## src/rtl/sfir_pkg.sv

```systemverilog
package sfir_pkg;
  typedef enum logic [1:0] {
    FOLD_SYM  = 2'b00,
    FOLD_ANTI = 2'b01,
    FOLD_PASS = 2'b10,
    FOLD_PAS2 = 2'b11
  } fold_e;
endpackage

```

## src/rtl/sfir_delay_line.sv

```systemverilog
module sfir_delay_line #(
  parameter int DW    = 10,
  parameter int NPAIR = 4
) (
  input  logic                        clk,
  input  logic                        rst,
  input  logic                        freeze,
  input  logic [DW-1:0]               din,
  output logic [NPAIR-1:0][DW-1:0]    fwd,
  output logic [NPAIR-1:0][DW-1:0]    rev
);
  // forward chain moves toward higher index, reverse chain toward lower
  always_ff @(posedge clk) begin
    if (rst) begin
      fwd <= '0;
      rev <= '0;
    end else if (!freeze) begin
      fwd[0]       <= din;
      rev[NPAIR-1] <= fwd[NPAIR-1];
      for (int k = 1; k < NPAIR; k++) fwd[k] <= fwd[k-1];
      for (int j = 0; j < NPAIR-1; j++) rev[j] <= rev[j+1];
    end
  end

  AST_CHAIN_HOLD: assert property (@(posedge clk) disable iff (rst)
    freeze |=> ($stable(fwd) && $stable(rev)));
  AST_FWD_SHIFT: assert property (@(posedge clk) disable iff (rst)
    !freeze |=> (fwd[1] == $past(fwd[0])));
  AST_REV_SHIFT: assert property (@(posedge clk) disable iff (rst)
    !freeze |=> (rev[0] == $past(rev[1])));
endmodule

```

## src/rtl/sfir_tap.sv

```systemverilog
module sfir_tap
  import sfir_pkg::*;
#(
  parameter int DW  = 10,
  parameter int CW  = 10,
  parameter int PW  = DW + 2,
  parameter int CXW = CW + 1,
  parameter int MW  = PW + CXW
) (
  input  logic          clk,
  input  logic          rst,
  input  logic [DW-1:0] a,
  input  logic [DW-1:0] b,
  input  logic [CW-1:0] c,
  input  logic          data_tc,
  input  logic          coef_tc,
  input  fold_e         mode,
  output logic [MW-1:0] prod
);
  localparam int PRE_MIN = -(1 << DW);
  localparam int PRE_MAX = (1 << (DW + 1)) - 2;

  logic signed [PW-1:0]  ea, eb, pre_d, pre_q;
  logic signed [CXW-1:0] cx_d, cx_q;
  logic signed [MW-1:0]  prod_q;

  always_comb begin
    ea   = {{(PW-DW){data_tc & a[DW-1]}}, a};
    eb   = {{(PW-DW){data_tc & b[DW-1]}}, b};
    cx_d = {coef_tc & c[CW-1], c};
    case (mode)
      FOLD_SYM:  pre_d = ea + eb;
      FOLD_ANTI: pre_d = ea - eb;
      default:   pre_d = ea;
    endcase
  end

  always_ff @(posedge clk) begin
    if (rst) begin
      pre_q  <= '0;
      cx_q   <= '0;
      prod_q <= '0;
    end else begin
      pre_q  <= pre_d;
      cx_q   <= cx_d;
      prod_q <= pre_q * cx_q;
    end
  end

  assign prod = prod_q;

  AST_NO_OVERFLOW: assert property (@(posedge clk) disable iff (rst)
    ($signed(pre_q) >= PRE_MIN) && ($signed(pre_q) <= PRE_MAX));
endmodule

```

## src/rtl/sfir_sum_round.sv

```systemverilog
module sfir_sum_round #(
  parameter int MW    = 23,
  parameter int NPAIR = 4,
  parameter int OW    = 28,
  parameter int RCW   = 4,
  parameter int RMAX  = 11
) (
  input  logic                     clk,
  input  logic                     rst,
  input  logic [NPAIR-1:0][MW-1:0] prods,
  input  logic [RCW-1:0]           rnd_pos,
  input  logic                     rnd_dis,
  output logic [OW-1:0]            dout
);
  localparam int SW = MW + $clog2(NPAIR) + 1;

  logic signed [SW-1:0] acc, sum_q;
  logic [RCW-1:0]       rpos_q;
  logic                 rdis_q;
  logic [OW-1:0]        sum_ext, rnd_add;

  always_comb begin
    acc = '0;
    for (int k = 0; k < NPAIR; k++)
      acc = acc + {{(SW-MW){prods[k][MW-1]}}, prods[k]};
  end

  always_ff @(posedge clk) begin
    if (rst) begin
      sum_q  <= '0;
      rpos_q <= '0;
      rdis_q <= 1'b1;
    end else begin
      sum_q  <= acc;
      rpos_q <= rnd_pos;
      rdis_q <= rnd_dis;
    end
  end

  always_comb begin
    sum_ext = {{(OW-SW){sum_q[SW-1]}}, sum_q};
    rnd_add = (!rdis_q && (rpos_q <= RCW'(RMAX))) ? (OW'(1) << rpos_q) : '0;
  end

  always_ff @(posedge clk) begin
    if (rst) dout <= '0;
    else     dout <= sum_ext + rnd_add;
  end

  AST_RND_BOUND: assert property (@(posedge clk) disable iff (rst)
    ((dout - $past(sum_ext)) <= OW'(1 << RMAX)));
endmodule

```

## src/rtl/sfir_cell.sv

```systemverilog
module sfir_cell
  import sfir_pkg::*;
#(
  parameter int DW    = 10,
  parameter int CW    = 10,
  parameter int NPAIR = 4,
  parameter int OW    = 28,
  parameter int RCW   = 4,
  parameter int RMAX  = 11
) (
  input  logic                  clk,
  input  logic                  rst,
  input  logic [DW-1:0]         din,
  input  logic [NPAIR*CW-1:0]   coef,
  input  logic                  data_tc,
  input  logic                  coef_tc,
  input  logic [1:0]            fold_mode,
  input  logic                  freeze,
  input  logic [RCW-1:0]        rnd_pos,
  input  logic                  rnd_dis,
  output logic [OW-1:0]         dout
);
  localparam int PW  = DW + 2;
  localparam int CXW = CW + 1;
  localparam int MW  = PW + CXW;

  logic [NPAIR-1:0][DW-1:0] fwd, rev;
  logic [NPAIR-1:0][MW-1:0] prods;
  logic [NPAIR*CW-1:0]      coef_q;
  logic                     dtc_q, ctc_q;
  logic [1:0]               mode_q;
  logic [RCW-1:0]           rpos_q0, rpos_q1, rpos_q2;
  logic                     rdis_q0, rdis_q1, rdis_q2;

  sfir_delay_line #(.DW(DW), .NPAIR(NPAIR)) u_chain (
    .clk(clk), .rst(rst), .freeze(freeze), .din(din), .fwd(fwd), .rev(rev)
  );

  // controls and coefficients ride along with the sample of the same edge
  always_ff @(posedge clk) begin
    if (rst) begin
      coef_q  <= '0;
      dtc_q   <= 1'b0;
      ctc_q   <= 1'b0;
      mode_q  <= 2'b00;
      rpos_q0 <= '0;  rpos_q1 <= '0;  rpos_q2 <= '0;
      rdis_q0 <= 1'b1; rdis_q1 <= 1'b1; rdis_q2 <= 1'b1;
    end else begin
      coef_q  <= coef;
      dtc_q   <= data_tc;
      ctc_q   <= coef_tc;
      mode_q  <= fold_mode;
      rpos_q0 <= rnd_pos;  rpos_q1 <= rpos_q0; rpos_q2 <= rpos_q1;
      rdis_q0 <= rnd_dis;  rdis_q1 <= rdis_q0; rdis_q2 <= rdis_q1;
    end
  end

  for (genvar k = 0; k < NPAIR; k++) begin : g_tap
    sfir_tap #(.DW(DW), .CW(CW), .PW(PW), .CXW(CXW), .MW(MW)) u_tap (
      .clk(clk), .rst(rst),
      .a(fwd[k]), .b(rev[k]), .c(coef_q[k*CW +: CW]),
      .data_tc(dtc_q), .coef_tc(ctc_q), .mode(fold_e'(mode_q)),
      .prod(prods[k])
    );
  end

  sfir_sum_round #(.MW(MW), .NPAIR(NPAIR), .OW(OW), .RCW(RCW), .RMAX(RMAX)) u_out (
    .clk(clk), .rst(rst), .prods(prods),
    .rnd_pos(rpos_q2), .rnd_dis(rdis_q2), .dout(dout)
  );
endmodule

```

## config.mk

```make
export PLATFORM = sky130hd
export DESIGN_NAME = sfir_cell
export DESIGN_NICKNAME = d
export VERILOG_FILES = /design/src/rtl/sfir_pkg.sv /design/src/rtl/sfir_delay_line.sv /design/src/rtl/sfir_tap.sv /design/src/rtl/sfir_sum_round.sv /design/src/rtl/sfir_cell.sv
export SDC_FILE = /design/constraint.sdc
export NUM_CORES = 2
export LEC_CHECK = 0
export ABC_CLOCK_PERIOD_IN_PS = 6600
export BUFFER_PORTS_ARGS = -buffer_cell sky130_fd_sc_hd__buf_2
export CAP_MARGIN = 20
export CORE_MARGIN = 5
export CORE_UTILIZATION = 60
export DETAILED_ROUTE_END_ITERATION = 8
export PLACE_DENSITY = 0.88
export SETUP_SLACK_MARGIN = 0.2
export SLEW_MARGIN = 20
export SYNTH_ARGS = -nofsm -noshare
export SYNTH_HDL_FRONTEND = slang
export SYNTH_SLANG_ARGS = --single-unit
```

## constraint.sdc

```tcl
create_clock -name clk -period 6.6 [get_ports clk]
set_input_delay 0.33 -clock clk [delete_from_list [all_inputs] [get_ports clk]]
set_output_delay 0.33 -clock clk [all_outputs]
set_load 0.01 [all_outputs]
```

# --- Yosys cells after proc, flatten, opt, wreduce, memory -nomap -nowiden ---
# Cells that the tools add are included.
word_totals:
  wordCells: 73
  out_inout_bits: 28
  in_bits: 62
  ff_bits: 382
op_classes:
  n_reduce_logical: 3
  n_addsub: 12
  n_eq_ne: 1
  n_shift: 1
  n_mux: 5
  n_bitwise: 12
  magnitude_cmp: 1
  n_mul: 4
ops:
  columns: ["op", "count"]
  rows:
  - ["one-hot mux 12 bit (2 select lines)", 4]
  - ["multiplier 12 x 11 -> 23 bit", 4]
  - ["adder 26 bit", 2]
  - ["adder 11 x 11 -> 12 bit", 4]
  - ["subtractor 11 x 11 -> 12 bit", 4]
  - ["adder 28 bit", 1]
  - ["2-to-1 mux 28 bit", 1]
  - ["left shift 1 x 4 -> 28 bit, first input constant", 1]
  - ["adder 23 x 23 -> 24 bit", 1]
  - ["bitwise AND 1 bit", 12]
  - ["<= comparator 4 bit, second input constant", 1]
  - ["== test 2 x 1 -> 1 bit, second input constant", 1]
  - ["zero test 2 bit", 1]
  - ["logical AND 1 bit", 1]
  - ["zero test 1 bit", 1]

# --- Longest topological paths before layout ---
depth:
  depth_word: 4
  mapped_depth: 22
  mapped_depth_nobuf: 22

# --- Hierarchy ---
# Synthesis repeated with hierarchy kept, for this count alone.
unflattened:
  hier_cells: 4257
  area_unflattened_um2: 38547.0
modules_own_cells:
  columns: ["module", "area_each_um2", "instances", "seq_area_each_um2", "cells_each"]
  rows:
  - ["sfir_tap at g_tap[3].u_tap", 7279.5, 1, 920.9, 820]
  - ["sfir_tap at g_tap[0].u_tap", 7211.9, 1, 920.9, 815]
  - ["sfir_tap at g_tap[2].u_tap", 7199.4, 1, 920.9, 801]
  - ["sfir_tap at g_tap[1].u_tap", 7181.9, 1, 920.9, 807]
  - ["sfir_sum_round", 5212.5, 1, 1181.1, 632]
  - ["sfir_delay_line", 2869.0, 1, 1601.5, 258]
  - ["sfir_cell", 1592.8, 1, 1181.1, 124]

# --- Least setup slack after synthesis ---
# OpenSTA, ideal clock, no wires.
synth_path:
  path_type: "flip-flop to flip-flop"
  startpoint: "register g_tap[1].u_tap.cx_q[2]"
  endpoint: "register g_tap[1].u_tap.prod_q[20]"
  stages_incl_launch_ff: 20
  slack_ns: 1.245
  setup_ns: 0.121
  n_path_buf: 1
  required_time_ns: 6.479
  t_arrival_ns: 5.234
  period_less_slack_ns: 5.355
  cell_sequence: "dfxtp_1 clkbuf_1 nand2_1 fa_1 inv_1 fa_1 fa_1 fa_1 inv_1 fa_1 inv_1 ha_1 a21o_1 a21o_1 or3_1 o21ai_1 o211ai_1 a21o_1 a21oi_1 mux2_2"
synth_via:
  elab_chain_len: 1
synth_lines:
  columns: ["element", "line", "source"]
  rows:
  - ["start, declared", "sfir_tap.sv:24", "logic signed [CXW-1:0] cx_d, cx_q;"]
  - ["start signal, assigned", "sfir_tap.sv:41", "cx_q <= '0;"]
  - ["start signal, assigned", "sfir_tap.sv:45", "cx_q <= cx_d;"]
  - ["multiplier 12 x 11 -> 23 bit", "sfir_tap.sv:46", "prod_q <= pre_q * cx_q;"]
  - ["end signal, assigned", "sfir_tap.sv:46", null]
  - ["end, declared", "sfir_tap.sv:25", "logic signed [MW-1:0] prod_q;"]
# Every way passes these cells.
# A chain may end at the register's enable or synchronous reset.

# --- Worst setup path after layout ---
layout_path:
  startpoint: "register g_tap[3].u_tap.cx_q[10]"
  endpoint: "register g_tap[3].u_tap.prod_q[22]"
layout_via:
  elab_chain_len: 1
layout_lines:
  columns: ["element", "line"]
  rows:
  - ["start, declared", "sfir_tap.sv:24"]
  - ["start signal, assigned", "sfir_tap.sv:41"]
  - ["start signal, assigned", "sfir_tap.sv:45"]
  - ["multiplier 12 x 11 -> 23 bit", "sfir_tap.sv:46"]
  - ["end signal, assigned", "sfir_tap.sv:46"]
  - ["end, declared", "sfir_tap.sv:25"]
# Every way passes these cells.

==> results.py <==
metrics = {
    "outcome": {
        "status": "complete, but fails checks",
        "violations": "negative hold slack",
    },
    "drt": {
        "antenna_left": 0,
        "drc": 0,
        "viasPerCell": 5.48,
        "drt_iter0_drc": 2096,
        "first_pass_iters": 7,
        "routed_wl_um": 86900,
        "wl_per_cell_um": 17.3,
        "vias": 27567,
    },
    "cts": {
        "clock_latency_ns": 0.61,
        "cts_resized": 0,
        "cts_tree": "built",
        "clockBufferDepth": 3,
        "clkTransAtPathRegs_ns": 0.06,
        "numCtsBuffers": 43,
        "htreeDepth": 2,
        "clock-sinks": 382,
        "clockRootBuffer": "clkbuf_16",
    },
    "yosys": {
        "ys_seq_elements": 382,
        "ys_types": 69,
        "synth_flop_cell": "dfxtp_1",
        "async_flop_share_pct": 0,
        "syn_inst": 4122,
        "avgSynthCellArea_sq_um": 9.06,
        "yosysSeqAreaShare_pct": 20.5,
        "synth_warnings": 0,
        "synthesis.area_sq_mm": 0.0373,
        "synth_edf_count": 0,
    },
    "floorplan": {
        "dieArea_sq_mm": 0.0673,
        "die_h_um": 259,
        "ios": 90,
        "fp.dieW_um": 259,
        "core_area_sq_mm": 0.0617,
        "start_util_pct": 60.5,
        "fp-row-count": 91,
    },
    "pwr": {
        "p_int_mw": 4.59,
        "switching_power_mw": 2.05,
        "p_clk_share_pct": 38.9,
        "p_seq_share_pct": 39.7,
        "leakage_nw": 20.1,
        "switching_share_pct": 30.9,
        "ir_drop_uv": 228,
        "p_comb_share_pct": 21.4,
        "p_per_area_mw_per_mm2": 164,
    },
    "timing": {
        "fin_ws_ns": 0.862,
        "clock.fmax_mhz": 174,
        "whs_ns": -0.000932,
        "period_minus_slack_ns": 5.74,
        "setup_viol": 0,
        "fin_crit_sh_pct": 86.9,
        "skew_ns": 0.0468,
        "slew_violations": 0,
        "finalHoldViolations": 1,
        "setup_tns_ns": 0,
        "tightest_slew_ns": 0.986,
        "slew-limit-headroom_pct": 34.3,
        "rsz0062_at_grt": "no",
    },
    "worst_setup_path": {
        "critical_path_class": "register to register",
        "reg2reg_to": "g_tap[3].u_tap.prod[22]$_SDFF_PP0_",
        "rrSetupSlack_ns": 0.86,
        "setup.worst_path.end_class": "register",
        "worstPathMaxFanout": 10,
        "cp-start-kind": "register",
        "r2r_start": "g_tap[3].u_tap.cx_q[10]$_SDFF_PP0_",
        "cp.arrival_ns": 6.24,
        "critPathRequiredTime_ns": 7.11,
        "reg2reg_depth": 18,
    },
    "global_routing": {
        "antenna_found_initial": 0,
        "grt_pass1_vias": 29031,
        "gr-usage-all-layers_pct": 26.3,
        "grt.overflow.total": 0,
        "grt_max_degree": 104,
        "grt_pass1_wl_um": 144000,
    },
    "cells_and_area": {
        "layout_commonest_cell": "inv_1",
        "drive_gt1_share_pct": 4.91,
        "syn_to_final_growth_pct": 8.22,
        "mostFrequentLayoutCells": "inv_1, fa_1, dfxtp_1",
        "nFillCells": 4671,
        "final_core_util_pct": 65.5,
        "multiInputGateArea_sq_mm": 0.0264,
        "regArea_sq_mm": 0.00765,
        "diodes": 0,
        "finalNetCount": 5069,
    },
    "flow_run": {
        "maxCapViolations": 0,
    },
    "hold_path": {
        "worstHoldEndpoint": "coef_q[12]$_SDFF_PP0_",
        "hp-start": "coef[12]",
        "hold_path_class": "input pin to register",
        "worst_hold_path.num_cells": 2,
    },
    "placed_design": {
        "dp_slack_ns": 0.944,
        "port_buffers": 89,
        "globalplace.congestion": 0.924,
        "place_hpwl_um": 67700,
    },
}
-- what timing repair did --
| action | 4_1_cts | 5_1_grt |
|---|---|---|
| hold buffers | 57 | 0 |
| endpoints found under the hold margin | 57 | 0 |
| buffers inserted | 0 | 0 |
-- routing by layer --
metal	global-route usage [%]	up-vias	part of all wire, %
met5	0	-	0
met2	45.9	961	50
li1	-	12800	-
met1	33.1	13543	39
met3	3.20	263	5.7
met4	11.4	0	4.8
-- synthesized netlist by cell type, types with 5 or more instances --
| master | number | area, sq um |
|---|---|---|
| a211oi_1 | 9 | 67.6 |
| a21o_1 | 49 | 368 |
| a21oi_1 | 130 | 651 |
| a21oi_2 | 7 | 61.3 |
| a31oi_1 | 8 | 50.1 |
| and2_1 | 236 | 1480 |
| and3_1 | 20 | 125 |
| buf_1 | 14 | 52.6 |
| clkbuf_1 | 145 | 544 |
| dfxtp_1 | 382 | 7650 |
| fa_1 | 535 | 10700 |
| ha_1 | 307 | 3840 |
| inv_1 | 723 | 2710 |
| mux2i_1 | 98 | 981 |
| nand2_1 | 329 | 1230 |
| nand2b_1 | 36 | 225 |
| nand3_1 | 27 | 135 |
| nand3b_1 | 6 | 45.0 |
| nor2_1 | 361 | 1360 |
| nor2b_1 | 155 | 970 |
| nor3_1 | 60 | 300 |
| nor3b_1 | 14 | 105 |
| nor4_1 | 7 | 43.8 |
| o2111ai_1 | 6 | 52.6 |
| o211ai_1 | 14 | 105 |
| o21a_1 | 24 | 180 |
| o21ai_0 | 72 | 360 |
| o21ai_1 | 10 | 50.1 |
| o21bai_1 | 17 | 128 |
| o22ai_1 | 5 | 31.3 |
| o31a_1 | 6 | 52.6 |
| o31ai_1 | 8 | 60.1 |
| or2_2 | 8 | 50.1 |
| or3_1 | 23 | 144 |
| xnor2_1 | 132 | 1160 |
| xor2_1 | 79 | 692 |
-- how the worst max path moves through the flow --
stage / slack [ns] / cells after the start / startpoint / end
2_1_floorplan: 1.25 / 19 / g_tap[1].u_tap.cx_q[2]$_SDFF_PP0_ / g_tap[1].u_tap.prod[20]$_SDFF_PP0_
3_3_place_gp: 1.12 / 18 / g_tap[1].u_tap.cx_q[3]$_SDFF_PP0_ / g_tap[1].u_tap.prod[20]$_SDFF_PP0_
3_5_place_dp: 0.94 / 18 / g_tap[3].u_tap.cx_q[10]$_SDFF_PP0_ / g_tap[3].u_tap.prod[22]$_SDFF_PP0_
4_1_cts: 0.93 / 18 / g_tap[3].u_tap.cx_q[10]$_SDFF_PP0_ / g_tap[3].u_tap.prod[22]$_SDFF_PP0_
5_1_grt: 0.51 / 18 / g_tap[3].u_tap.cx_q[10]$_SDFF_PP0_ / g_tap[3].u_tap.prod[22]$_SDFF_PP0_
6_report: 0.86 / 18 / g_tap[3].u_tap.cx_q[10]$_SDFF_PP0_ / g_tap[3].u_tap.prod[22]$_SDFF_PP0_
-- kinds of logic (layout without fill, tap and decap cells) --
family          Yosys count  count (layout)  share of synthesized area [%]
simple gates           1292            1292                           16.8
buf+inv                 885             956                           8.90
fa+ha+maj               842             842                           39.0
compound gates          406             406                           7.08
flops                   382             382                           20.5
xor+xnor                211             211                           4.95
mux                     103             103                           2.78
other cells               1               4                         0.0100
-- worst max-delay path: stages, from the launching register on --
cell and delay, ns:
dfxtp_1 0.43, clkinv_1 0.34, nor2_1 0.24, fa_1 0.45, fa_1 0.51, fa_1 0.45
fa_1 0.51, inv_1 0.05, fa_1 0.47, inv_1 0.04, ha_1 0.33, a21o_1 0.18
a21oi_1 0.21, nor3b_1 0.29, a21boi_1 0.19, a2111oi_2 0.39, nor2_1 0.11, or3_1 0.31
a21oi_1 0.14
-- area by class of cell --
cell class	instances	area share, %
multi-input cells	2858	65.3
well taps	837	2.59
inverters	726	6.74
clock buffers	53	2.95
repair buffers	154	2.69
flip-flops and latches	382	18.9
clock inverters	23	0.796
-- registers in the layout, indices dropped and copies added, names as in the netlist, 2 cells and up --
register           flops
coef_q                40
g_tap.u_tap.cx_q      44
g_tap.u_tap.pre_q     48
g_tap.u_tap.prod      92
mode_q                 2
rpos_q0                4
rpos_q1                4
rpos_q2                4
u_chain.fwd           40
u_chain.rev           40
u_out.dout            28
u_out.rpos_q           4
u_out.sum_q           26
-- stage by stage --
step | instance area [sq um] | power [mW] | instances | hold slack (ns)
floorplan | 37400 | 3.65 | 4125 | 0.389
global placement | 38300 | 3.98 | 4900 | 0.400
detailed placement | 38300 | 4.04 | 4900 | 0.393
CTS | 40400 | 6.65 | 5033 | 0.00714
global route | 40400 | 6.95 | 5033 | 0.0213
finish | 40400 | 6.64 | 5033 | -0.000932
-- power groups by stage --
| stage | Combinational [mW] | Sequential, mW | Clock, mW |
|---|---|---|---|
| 2_1_floorplan | 1.08 | 2.57 | 0 |
| 3_3_place_gp | 1.31 | 2.67 | 0 |
| 3_5_place_dp | 1.36 | 2.68 | 0 |
| 4_1_cts | 1.41 | 2.63 | 2.62 |
| 5_1_grt | 1.59 | 2.65 | 2.71 |
| 6_report | 1.42 | 2.63 | 2.58 |
No activity file was read; power rests on OpenSTA's default activity.
